## src/rtl/issue_pkg.sv

```systemverilog
package issue_pkg;
  // Widest issue group the block is built for.
  localparam int MAX_SLOTS = 4;

  // Strobes from the control side to the datapath side.
  typedef struct packed {
    logic [MAX_SLOTS-1:0] grant;      // slots issued this cycle
    logic                 loadIssued; // some granted slot is a load
  } strobe_t;
endpackage

```

## src/rtl/issue_hazard_dp.sv

```systemverilog
module issue_hazard_dp
  import issue_pkg::*;
#(
  parameter int WIDTH    = 4,
  parameter int REG_BITS = 5
) (
  input  logic                      clk,
  input  logic                      rstN,
  input  logic [WIDTH-1:0]          slotValid,
  input  logic [WIDTH-1:0]          slotWrites,
  input  logic [WIDTH-1:0]          slotLoad,
  input  logic [WIDTH-1:0]          slotMem,
  input  logic [WIDTH*REG_BITS-1:0] slotSrcA,
  input  logic [WIDTH*REG_BITS-1:0] slotSrcB,
  input  logic [WIDTH*REG_BITS-1:0] slotDst,
  input  strobe_t                   strobe,
  output logic [WIDTH-1:0]          rawHit,
  output logic [WIDTH-1:0]          useHit,
  output logic [WIDTH-1:0]          memHit
);
  logic [WIDTH-1:0][REG_BITS-1:0] srcA, srcB, dst;
  logic [WIDTH-1:0]               producer;
  logic [WIDTH-1:0][REG_BITS-1:0] ldDstQ;
  logic [WIDTH-1:0]               ldVldQ;

  genvar g;
  generate
    for (g = 0; g < WIDTH; g++) begin : g_unpack
      assign srcA[g]     = slotSrcA[g*REG_BITS +: REG_BITS];
      assign srcB[g]     = slotSrcB[g*REG_BITS +: REG_BITS];
      assign dst[g]      = slotDst[g*REG_BITS +: REG_BITS];
      assign producer[g] = slotValid[g] & slotWrites[g] & (dst[g] != '0);
    end
  endgenerate

  // Destinations of the loads granted in the previous cycle.
  always_ff @(posedge clk or negedge rstN) begin
    if (!rstN) begin
      ldVldQ <= '0;
      ldDstQ <= '0;
    end else begin
      for (int i = 0; i < WIDTH; i++) begin
        ldVldQ[i] <= strobe.loadIssued & strobe.grant[i] & slotLoad[i] & producer[i];
        ldDstQ[i] <= dst[i];
      end
    end
  end

  // Cross-slot comparators: N*(N-1) source/destination compares.
  always_comb begin
    rawHit = '0;
    useHit = '0;
    memHit = '0;
    for (int i = 1; i < WIDTH; i++) begin
      for (int j = 0; j < i; j++) begin
        if (producer[j] && (dst[j] == srcA[i] || dst[j] == srcB[i])) rawHit[i] = 1'b1;
        if (slotValid[j] && slotMem[j] && slotMem[i]) memHit[i] = 1'b1;
      end
    end
    for (int i = 0; i < WIDTH; i++) begin
      for (int k = 0; k < WIDTH; k++) begin
        if (ldVldQ[k] && (ldDstQ[k] == srcA[i] || ldDstQ[k] == srcB[i])) useHit[i] = 1'b1;
      end
    end
  end
endmodule

```

## src/rtl/issue_ctrl.sv

```systemverilog
module issue_ctrl
  import issue_pkg::*;
#(
  parameter int WIDTH = 4
) (
  input  logic [WIDTH-1:0] slotValid,
  input  logic [WIDTH-1:0] slotLoad,
  input  logic [WIDTH-1:0] rawHit,
  input  logic [WIDTH-1:0] useHit,
  input  logic [WIDTH-1:0] memHit,
  output logic [WIDTH-1:0] issueMask,
  output logic             stall,
  output strobe_t          strobe
);
  logic open;

  // Grant walks from the oldest slot and closes at the first blocker.
  always_comb begin
    open = 1'b1;
    for (int i = 0; i < WIDTH; i++) begin
      issueMask[i] = open & slotValid[i] & ~rawHit[i] & ~useHit[i] & ~memHit[i];
      open         = issueMask[i];
    end
    stall = |(slotValid & ~issueMask);
    strobe                    = '0;
    strobe.grant[WIDTH-1:0]   = issueMask;
    strobe.loadIssued         = |(issueMask & slotLoad);
  end
endmodule

```

## src/rtl/issue_group_check.sv

```systemverilog
module issue_group_check
  import issue_pkg::*;
#(
  parameter int WIDTH    = 4,
  parameter int REG_BITS = 5
) (
  input  logic                      clk,
  input  logic                      rstN,
  input  logic [WIDTH-1:0]          slotValid,
  input  logic [WIDTH-1:0]          slotWrites,
  input  logic [WIDTH-1:0]          slotLoad,
  input  logic [WIDTH-1:0]          slotMem,
  input  logic [WIDTH*REG_BITS-1:0] slotSrcA,
  input  logic [WIDTH*REG_BITS-1:0] slotSrcB,
  input  logic [WIDTH*REG_BITS-1:0] slotDst,
  output logic [WIDTH-1:0]          issueMask,
  output logic                      stall
);
  strobe_t          strobe;
  logic [WIDTH-1:0] rawHit, useHit, memHit;

  issue_hazard_dp #(.WIDTH(WIDTH), .REG_BITS(REG_BITS)) u_dp (
    .clk(clk), .rstN(rstN),
    .slotValid(slotValid), .slotWrites(slotWrites), .slotLoad(slotLoad), .slotMem(slotMem),
    .slotSrcA(slotSrcA), .slotSrcB(slotSrcB), .slotDst(slotDst),
    .strobe(strobe), .rawHit(rawHit), .useHit(useHit), .memHit(memHit)
  );

  issue_ctrl #(.WIDTH(WIDTH)) u_ctrl (
    .slotValid(slotValid), .slotLoad(slotLoad),
    .rawHit(rawHit), .useHit(useHit), .memHit(memHit),
    .issueMask(issueMask), .stall(stall), .strobe(strobe)
  );
endmodule

```

## config.mk

```make
export PLATFORM = sky130hd
export DESIGN_NAME = issue_group_check
export DESIGN_NICKNAME = d
export VERILOG_FILES = /design/src/rtl/issue_pkg.sv /design/src/rtl/issue_hazard_dp.sv /design/src/rtl/issue_ctrl.sv /design/src/rtl/issue_group_check.sv
export SDC_FILE = /design/constraint.sdc
export NUM_CORES = 1
export LEC_CHECK = 0
export ABC_CLOCK_PERIOD_IN_PS = 5300
export BUFFER_PORTS_ARGS = -buffer_cell sky130_fd_sc_hd__buf_4
export CAP_MARGIN = 20
export CORE_AREA = 3 3 92 94
export DETAILED_ROUTE_END_ITERATION = 8
export DIE_AREA = 0 0 95 97
export PLACE_DENSITY = 0.82
export SYNTH_ARGS = -nofsm -noshare
export SYNTH_HDL_FRONTEND = slang
export SYNTH_SLANG_ARGS = --single-unit
```

## constraint.sdc

```tcl
create_clock -name clk -period 5.3 [get_ports clk]
set_input_delay 0.53 -clock clk [delete_from_list [all_inputs] [get_ports clk]]
set_output_delay 0.53 -clock clk [all_outputs]
set_load 0.02 [all_outputs]
```

; ---- Word level (Yosys, flattened, before mapping)
; Cells that the tools add are included.
; Widths: inputs -> output; s select.
[word_totals]
register_bits = 24
in_bits = 78
output_inout_bits = 5
elab_cells = 182
[op_classes]
n_eq_ne = 44
mux = 28
bitwise = 46
reduce_logical = 59
[ops]
columns = operator, count
row1 = $eq 5x5->1, 44
row2 = $and 1x1->1, 33
row3 = $logic_and 1x1->1, 31
row4 = $mux 1, 28
row5 = $logic_or 1x1->1, 22
row6 = $reduce_bool 5->1, 4
row7 = $not 1->1, 10
row8 = $and 4x4->4, 2
row9 = $reduce_or 4->1, 2
row10 = $not 4->4, 1

; ---- Logic depth before layout (Yosys ltp)
; Gate-level depths: netlist of run 1.
[depth]
depth_word = 26
depth_mapped = 8
ltp_nobuf = 7

; ---- Hierarchy
; A second synthesis of run 1 with hierarchy kept.
[unflattened]
cells_unflattened = 470
hier_area_um2 = 3743.6
[modules_own_cells]
columns = module, n_inst, cells_per_inst, area_each_um2, seq_area_each_um2
row1 = issue_hazard_dp, 1, 447, 3560.9, 600.6
row2 = issue_ctrl, 1, 23, 182.7, 0.0

; ---- Least setup slack after synthesis of run 1
; Ideal clock, no wire load.
[synth_path]
path_type = input port to output port
startpoint = input port slotDst[5]
endpoint = output port stall
arrival_time_ps = 2296
t_required_ps = 4770
path_slack_ps = 2474
stages = 7
path_buffers = 1
path_cell_list = buf_2 > or3_4 > o311a_4 > a21oi_4 > nand4_4 > nor3_2 > o211ai_1
[synth_via]
elab_chain_cells = 15
elab_cells_between_ends = 25
cone_classes = eq/ne: 4 / mux: 3 / bitwise: 12 / reduce/logical: 6
[synth_rtl]
columns = element, line_no
row1 = start: declaration, issue_group_check.sv:15  ; input logic [WIDTH*REG_BITS-1:0] slotDst,
row2 = $reduce_bool 5->1 / $eq 5x5->1 (equally long branches), "issue_hazard_dp.sv:32, issue_hazard_dp.sv:56"
row3 = $and 1x1->1 / $logic_or 1x1->1 (equally long branches), "issue_hazard_dp.sv:32, issue_hazard_dp.sv:56"
row4 = $logic_and 1x1->1 (*), issue_hazard_dp.sv:56  ; if (producer[j] && (dst[j] == srcA[i] || dst[j] == srcB[i])) rawHit[i] = 1'b1;
row5 = $mux 1 (*), issue_hazard_dp.sv:56
row6 = $not 1->1 (*), issue_ctrl.sv:21  ; issueMask[i] = open & slotValid[i] & ~rawHit[i] & ~useHit[i] & ~memHit[i];
row7 = $and 1x1->1 (*) (3 in series), issue_ctrl.sv:21
row8 = named net issueMask[2], issue_group_check.sv:16  ; output logic [WIDTH-1:0] issueMask,
row9 = $and 1x1->1 (4 in series), issue_ctrl.sv:21
row10 = $not 4->4 (*), issue_ctrl.sv:24  ; stall = |(slotValid & ~issueMask);
row11 = $and 4x4->4 (*), issue_ctrl.sv:24
row12 = $reduce_or 4->1 (*), issue_ctrl.sv:24
row13 = end: declaration, issue_group_check.sv:17  ; output logic stall
; The timed path passes the listed nets; every way through them passes the cells marked *.

; ---- Final worst setup path of run 1
[layout_path]
startpoint = register u_dp.ldDstQ[19] in the netlist's numbering
endpoint = output port stall
[layout_via]
elab_chain_cells = 21
elab_cells_between_ends = 40
cone_classes = eq/ne: 8 / mux: 4 / bitwise: 19 / reduce/logical: 9
[layout_rtl]
columns = element, line_no
row1 = start: declaration, issue_hazard_dp.sv:23  ; logic [WIDTH-1:0][REG_BITS-1:0] ldDstQ;
row2 = start signal: indexed assignment, issue_hazard_dp.sv:44  ; ldDstQ[i] <= dst[i];
row3 = $eq 5x5->1, issue_hazard_dp.sv:62  ; if (ldVldQ[k] && (ldDstQ[k] == srcA[i] || ldDstQ[k] == srcB[i])) useHit[i] = 1'b1;
row4 = $logic_or 1x1->1, issue_hazard_dp.sv:62
row5 = $logic_and 1x1->1, issue_hazard_dp.sv:62
row6 = $mux 1, issue_hazard_dp.sv:62
row7 = $not 1->1, issue_ctrl.sv:21
row8 = $and 1x1->1 (13 in series), issue_ctrl.sv:21
row9 = $not 4->4 (*), issue_ctrl.sv:24
row10 = $and 4x4->4 (*), issue_ctrl.sv:24
row11 = $reduce_or 4->1 (*), issue_ctrl.sv:24
; Every way passes the cells marked *; elsewhere a longest branch is shown, timed or not.

==> results of run 1 <==
## per-stage QoR
step	util	setup slack [ns]	instance area, um2	power, uW	std cells
final	0.548	1.87	4240	662	581
after global routing	0.548	1.74	4240	696	581
after detailed placement	0.541	2.22	4180	539	577
after CTS	0.548	1.92	4240	659	581
after global placement	0.541	2.29	4180	529	577
after floorplan	-	2.47	3870	460	464
## layer usage
| layer | routed length (um) | part of all wire |
|---|---|---|
| met5 | 0 | 0 |
| met4 | 387 | 0.033 |
| met3 | 1260 | 0.11 |
| met2 | 5540 | 0.48 |
| met1 | 4460 | 0.38 |
## path summary, 6_finish.rpt
kind                       cells after the start               to  slack, ns             from
min                                            1  u_dp.ldDstQ[13]       0.14             rstN
min in group clk                               1  u_dp.ldDstQ[15]       0.38      slotDst[15]
max in group asynchronous                      1   u_dp.ldDstQ[4]       4.91             rstN
min reg2reg                                    4   u_dp.ldVldQ[3]       0.99   u_dp.ldVldQ[1]
max                                            8            stall       1.87  u_dp.ldDstQ[19]
max reg2reg                                    7   u_dp.ldVldQ[3]       2.78  u_dp.ldDstQ[19]
## flip-flops by register name (all words and copies together), names as in the netlist
register and cells:
u_dp.ldDstQ 20, u_dp.ldVldQ 4
## where the power goes
| group | switching, uW | total [uW] | internal (uW) |
|---|---|---|---|
| registers | 39.2 | 230 | 190 |
| logic | 147 | 310 | 162 |
| clock network | 55.7 | 122 | 66.3 |
| total | 242 | 662 | 419 |
## final cells by class
class	instances	share of cell area
Tap cell	102	0.0301
Inverter	2	0.00177
Multi-Input combinational cell	367	0.668
Sequential cell	24	0.142
Timing Repair Buffer	82	0.145
Clock buffer	4	0.0130
## cells by family (layout without fill, tap and decap cells)
family | count (synthesis) | after routing | share of synthesized area
and+or+nand+nor | 111 | 111 | 0.160
DFF | 24 | 24 | 0.155
buffers and inverters | 73 | 88 | 0.113
xor gates and xnor gates | 220 | 220 | 0.498
AOI/OAI and AO/OA | 36 | 36 | 0.0737
## synthesized netlist by cell type (all sizes together) (2+ instances only)
master,instances,share of area
a21oi,3,0.0068
a22oi,3,0.0058
and3,6,0.010
buf,59,0.098
clkbuf,12,0.013
dfrtp,24,0.16
inv,2,0.0019
nand2,34,0.033
nand3,36,0.047
nand4,11,0.026
nor3,9,0.013
nor4,8,0.018
o21ai,5,0.0084
o22ai,16,0.026
o311a,4,0.016
or3,4,0.0091
xnor2,180,0.41
xor2,40,0.091
## worst reg2reg max path: cells and delay by family (launching register included)
kind,cells,cell delay (ns)
simple gates,4,1.27
flops,1,0.74
compound gates,2,0.32
xor+xnor,1,0.15
==> metrics.txt, run 1 <==
Max rail drop VDD=0.0000919 V; die area=0.00922 mm2; num ports=83; Layout fillers=711; synth warn=0; CP max stage delay=0.74 ns; Critical Path Source Type=register; worst-path maximum fanout=8; total negative slack=0 ns; clock buffer count from CTS=3; Max-cap violations=0; grt total ovfl=0; Max clock buf depth=2; share of post-route cells with drive strength above 1=0.207; CTS sink cnt=24; starting density of the core=0.501; Pre-antenna DRT Iters=7; Worst Max-Slew Pin Slew=0.615 ns; Worst Path Arrival=2.90 ns; hold_ws=0.139 ns; CTS resizes=0; most common cell after layout, fill and taps aside=xnor2_1; Rows=32; largest net degree at the start of global routing=25; slowest stage cell, crit path=dfrtp_1; Tot GR Track Use=0.252; Req. time, crit path=4.77 ns; GR Layer Usage met2=0.416; outcome=complete, no violations; post-synthesis register bit count=24; H-tree levels=1; critical path class=register to output pin; met3 track demand over resource=0.0373; Mapped Cells=464; Final Hold Viols=0; vias in the first global route=3534; number of remaining DRC errors=0; root buffer selected by CTS=clkbuf_8; DR iter-0 viols=336; Post-DP HPWL=8.91 mm; nets@finish=558; headroom to the max-slew limit=0.590; Worst-path clk slew=0.09 ns; Largest delay share family, worst path=simple AND/OR/NAND/NOR gates; count of pins over their slew limit=0; Area growth, synth to finish=9.51%; die width=95 um; setup violators final=0; CP Cell Sequence=xnor2_1 -> nand4_1 -> o22ai_1 -> nor4_2 -> nand2_1 -> o41ai_1 -> o211ai_1 -> buf_4; Synth Area per Inst=8.34 um2; Tmin final=3.43 ns; first-pass GRT wire length=18.1 mm; antenna cell count=0; Placer Congestion=0.874; antenna-violating nets left=0; endpoint class of the critical path=output pin; Mapped Area=0.00387 mm2; count of cell types in the netlist=38; vias per cell=5.92; cts hold-fix bufs=0; PwrDens=156 mW/mm2; I/O Buffers=82; crit path buf inv count=1; Via Count=3438; met1 Use GR=0.331; RSZ-0062 raised after global routing=no; Setup Fix Bufs, Post-CTS=0; Routed WL per cell=20.0 um; Post-synth EDFFs=0; Reg area=601 um2; Peak Freq=292 MHz; Multi-input gate area=0.00283 mm2; dominant synthesized flop cell=dfrtp_1; most frequent cells in the layout=xnor2_1 (180), buf_4 (82), xor2_1 (40); Core Region=0.00773 mm2; asr flop ratio synth=1.00; initial antenna violation count=0; Syn Nets=542; skew final=0.0103 ns; Leak Pwr=0.00149 uW; crit share post-route=0.647; Total Wirelength=11.6 mm; GRT busiest layer=met2; later-pin clock latency in the skew report=0.27 ns; Die Ht=97 um; CTS tree=yes; Seq/Total Area, Yosys=0.155; HP Class=input port to async pin
Note: power is estimated with default switching activity, not from simulation.
==> run 2, diff against run 1 <==
- ABC_CLOCK_PERIOD_IN_PS: 5300 -> 3050
- PLACE_DENSITY: 0.82 -> 0.85
- clock period: 5.3 -> 3.05 ns (I/O delays scaled with it)
==> run 2 against run 1 <==
Effect of this change:
- clock power grew 50%
- largest power group unchanged
- cell area grew 0.94%
- largest cell class unchanged
- highest routed layer unchanged
- critical path type unchanged
- critical endpoint unchanged
- final cell count grew 0.52%
- clock skew shrank 0.0034 ns
- die area is the same
- sequential cell count is the same
- critical path depth is the same
- first-iteration DRC count grew 5.4%
==> metrics.txt, run 2 (same netlist as run 1, synthesis figures left out) <==
Area growth, synth to finish=10.5%; RR Startpoint=u_dp.ldDstQ[19]; CP Cell Sequence=xnor2_1 -> nand4_1 -> o22ai_1 -> nor4_4 -> nand2_1 -> o41ai_1 -> o211ai_1 -> buf_4; Tmin final=2.89 ns; total negative slack=0 ns; Setup Fix Bufs, Post-CTS=0; Internal=708 uW; endpoint class of the critical path=output pin; Via Count=3398; sw frac=0.374; Routed WL per cell=20.3 um; r2r endpoint=u_dp.ldVldQ[3]; flop2flop setup slack=0.81 ns; hold path depth=1; die area=0.00922 mm2; sw power=422 uW; Seq pwr share=0.344; outcome=complete, no violations; initial antenna violation count=0; vias in the first global route=3498; RSZ-0062 raised after global routing=no; Comb pwr share=0.494; crit share post-route=0.948; Max rail drop VDD=0.000223 V; DR iter-0 viols=354; antenna-violating nets left=0; later-pin clock latency in the skew report=0.27 ns; die width=95 um; slowest stage cell, crit path=dfrtp_1; max reg flops=20; starting density of the core=0.501; share of post-route cells with drive strength above 1=0.230; most frequent cells in the layout=xnor2_1 (180), buf_4 (85), xor2_1 (40); most common cell after layout, fill and taps aside=xnor2_1; post-route cell area=0.00428 mm2; Max clock buf depth=2; HP Class=input port to register; Die Ht=97 um; Req. time, crit path=2.74 ns; H-tree levels=1; antenna cell count=0; Peak Freq=346 MHz; Register-to-Register Path Depth=7; Max-cap violations=0; CTS sink cnt=24; critical path class=register to output pin; placed cell count=580; count of pins over their slew limit=0; Total Wirelength=11.9 mm; root buffer selected by CTS=clkbuf_8; Post-DP HPWL=9.26 mm; nets@finish=562; Core Region=0.00773 mm2; clock buffer count from CTS=3; skew final=0.00691 ns; I/O Buffers=82; number of remaining DRC errors=0; largest reg by FF count=u_dp.ldDstQ; Worst Path Arrival=2.59 ns; Worst-path clk slew=0.07 ns; Layout fillers=719; Hold Path End=u_dp.ldDstQ[18]; fin util=0.554; Placer Congestion=0.939; grt total ovfl=0; setup violators final=0; first-pass GRT wire length=18.4 mm; worst-path maximum fanout=8; headroom to the max-slew limit=0.670; CP max stage delay=0.54 ns; Rows=32; largest net degree at the start of global routing=25; hold_ws=0.150 ns; min-delay src=slotDst[18]; vias per cell=5.82; Layout Cells excl Fill=584; Pre-antenna DRT Iters=5; Worst Max-Slew Pin Slew=0.495 ns; PwrDens=264 mW/mm2; top flop regs=u_dp.ldDstQ (20), u_dp.ldVldQ (4); CTS tree=yes; Leak Pwr=0.00150 uW; Area after DPL=0.00421 mm2; Critical Path Source Type=register; clock power share=0.162; Final Hold Viols=0; Tot GR Track Use=0.256; num ports=83
## run 2: cell types whose count changed in the layout (fill, tap and decap cells not counted)
cell	previous run	this run
nor4_4	1	2
buf_4	82	85
dfrtp_2	0	10
clkbuf_8	4	3
dfrtp_1	24	14
dlygate4sd3_1	0	1
nor4_2	1	0
## run 2: per-layer routing
metal | track usage | vias up | wire [um]
li1 | - | 1525 | -
met2 | 0.426 | 213 | 5680
met1 | 0.324 | 1615 | 4510
met4 | 0.114 | 0 | 489
met5 | 0 | - | 0
met3 | 0.0381 | 45 | 1180
## run 2: worst max-delay path by stage
stage                          from     to  slack [ns]  cells after the start
floorplan                slotDst[5]  stall        0.67                      7
global placement    u_dp.ldDstQ[19]  stall        0.45                      8
detailed placement  u_dp.ldDstQ[13]  stall        0.34                      8
CTS                 u_dp.ldDstQ[13]  stall        0.03                      8
global route        u_dp.ldDstQ[19]  stall        0.09                      8
finish              u_dp.ldDstQ[19]  stall        0.16                      8
## run 2: final cells by class
| cell class | count | area, um2 | share of cell area |
|---|---|---|---|
| inverters | 2 | 7.51 | 0.00175 |
| repair buffers | 86 | 648 | 0.152 |
| multi-input cells | 367 | 2840 | 0.664 |
| well taps | 102 | 128 | 0.0298 |
| flip-flops and latches | 24 | 613 | 0.143 |
| clock buffers | 3 | 41.3 | 0.00965 |
## run 2: metrics by stage
step                power (uW)  worst slack [ns]
CTS                       1120            0.0341
detailed placement         942             0.345
global placement           920             0.446
floorplan                  800             0.674
finish                    1130             0.158
global route              1190            0.0861
## run 2: worst max-delay path: cells and delay by family (launching register included)
kind	cells	cell delay, ns
AO/OA/AOI/OAI	3	0.67
AND/OR/NAND/NOR	3	0.75
flip-flops	1	0.54
buffers and inverters	1	0.18
XOR/XNOR	1	0.19
## run 2: repair_timing
| action | 4_1_cts | 5_1_grt |
|---|---|---|
| hold buffers | 1 | 0 |
| hold endpoints to repair | 24 | 0 |
| resized for setup | 0 | 11 |
| endpoints found under the setup margin | 0 | 2 |
## run 2: power by group through the flow
stage | Clock, uW | Combinational, uW | Sequential, uW
detailed placement | 0 | 551 | 391
floorplan | 0 | 458 | 342
global placement | 0 | 532 | 388
CTS | 183 | 555 | 385
global route | 195 | 600 | 391
finish | 183 | 558 | 389
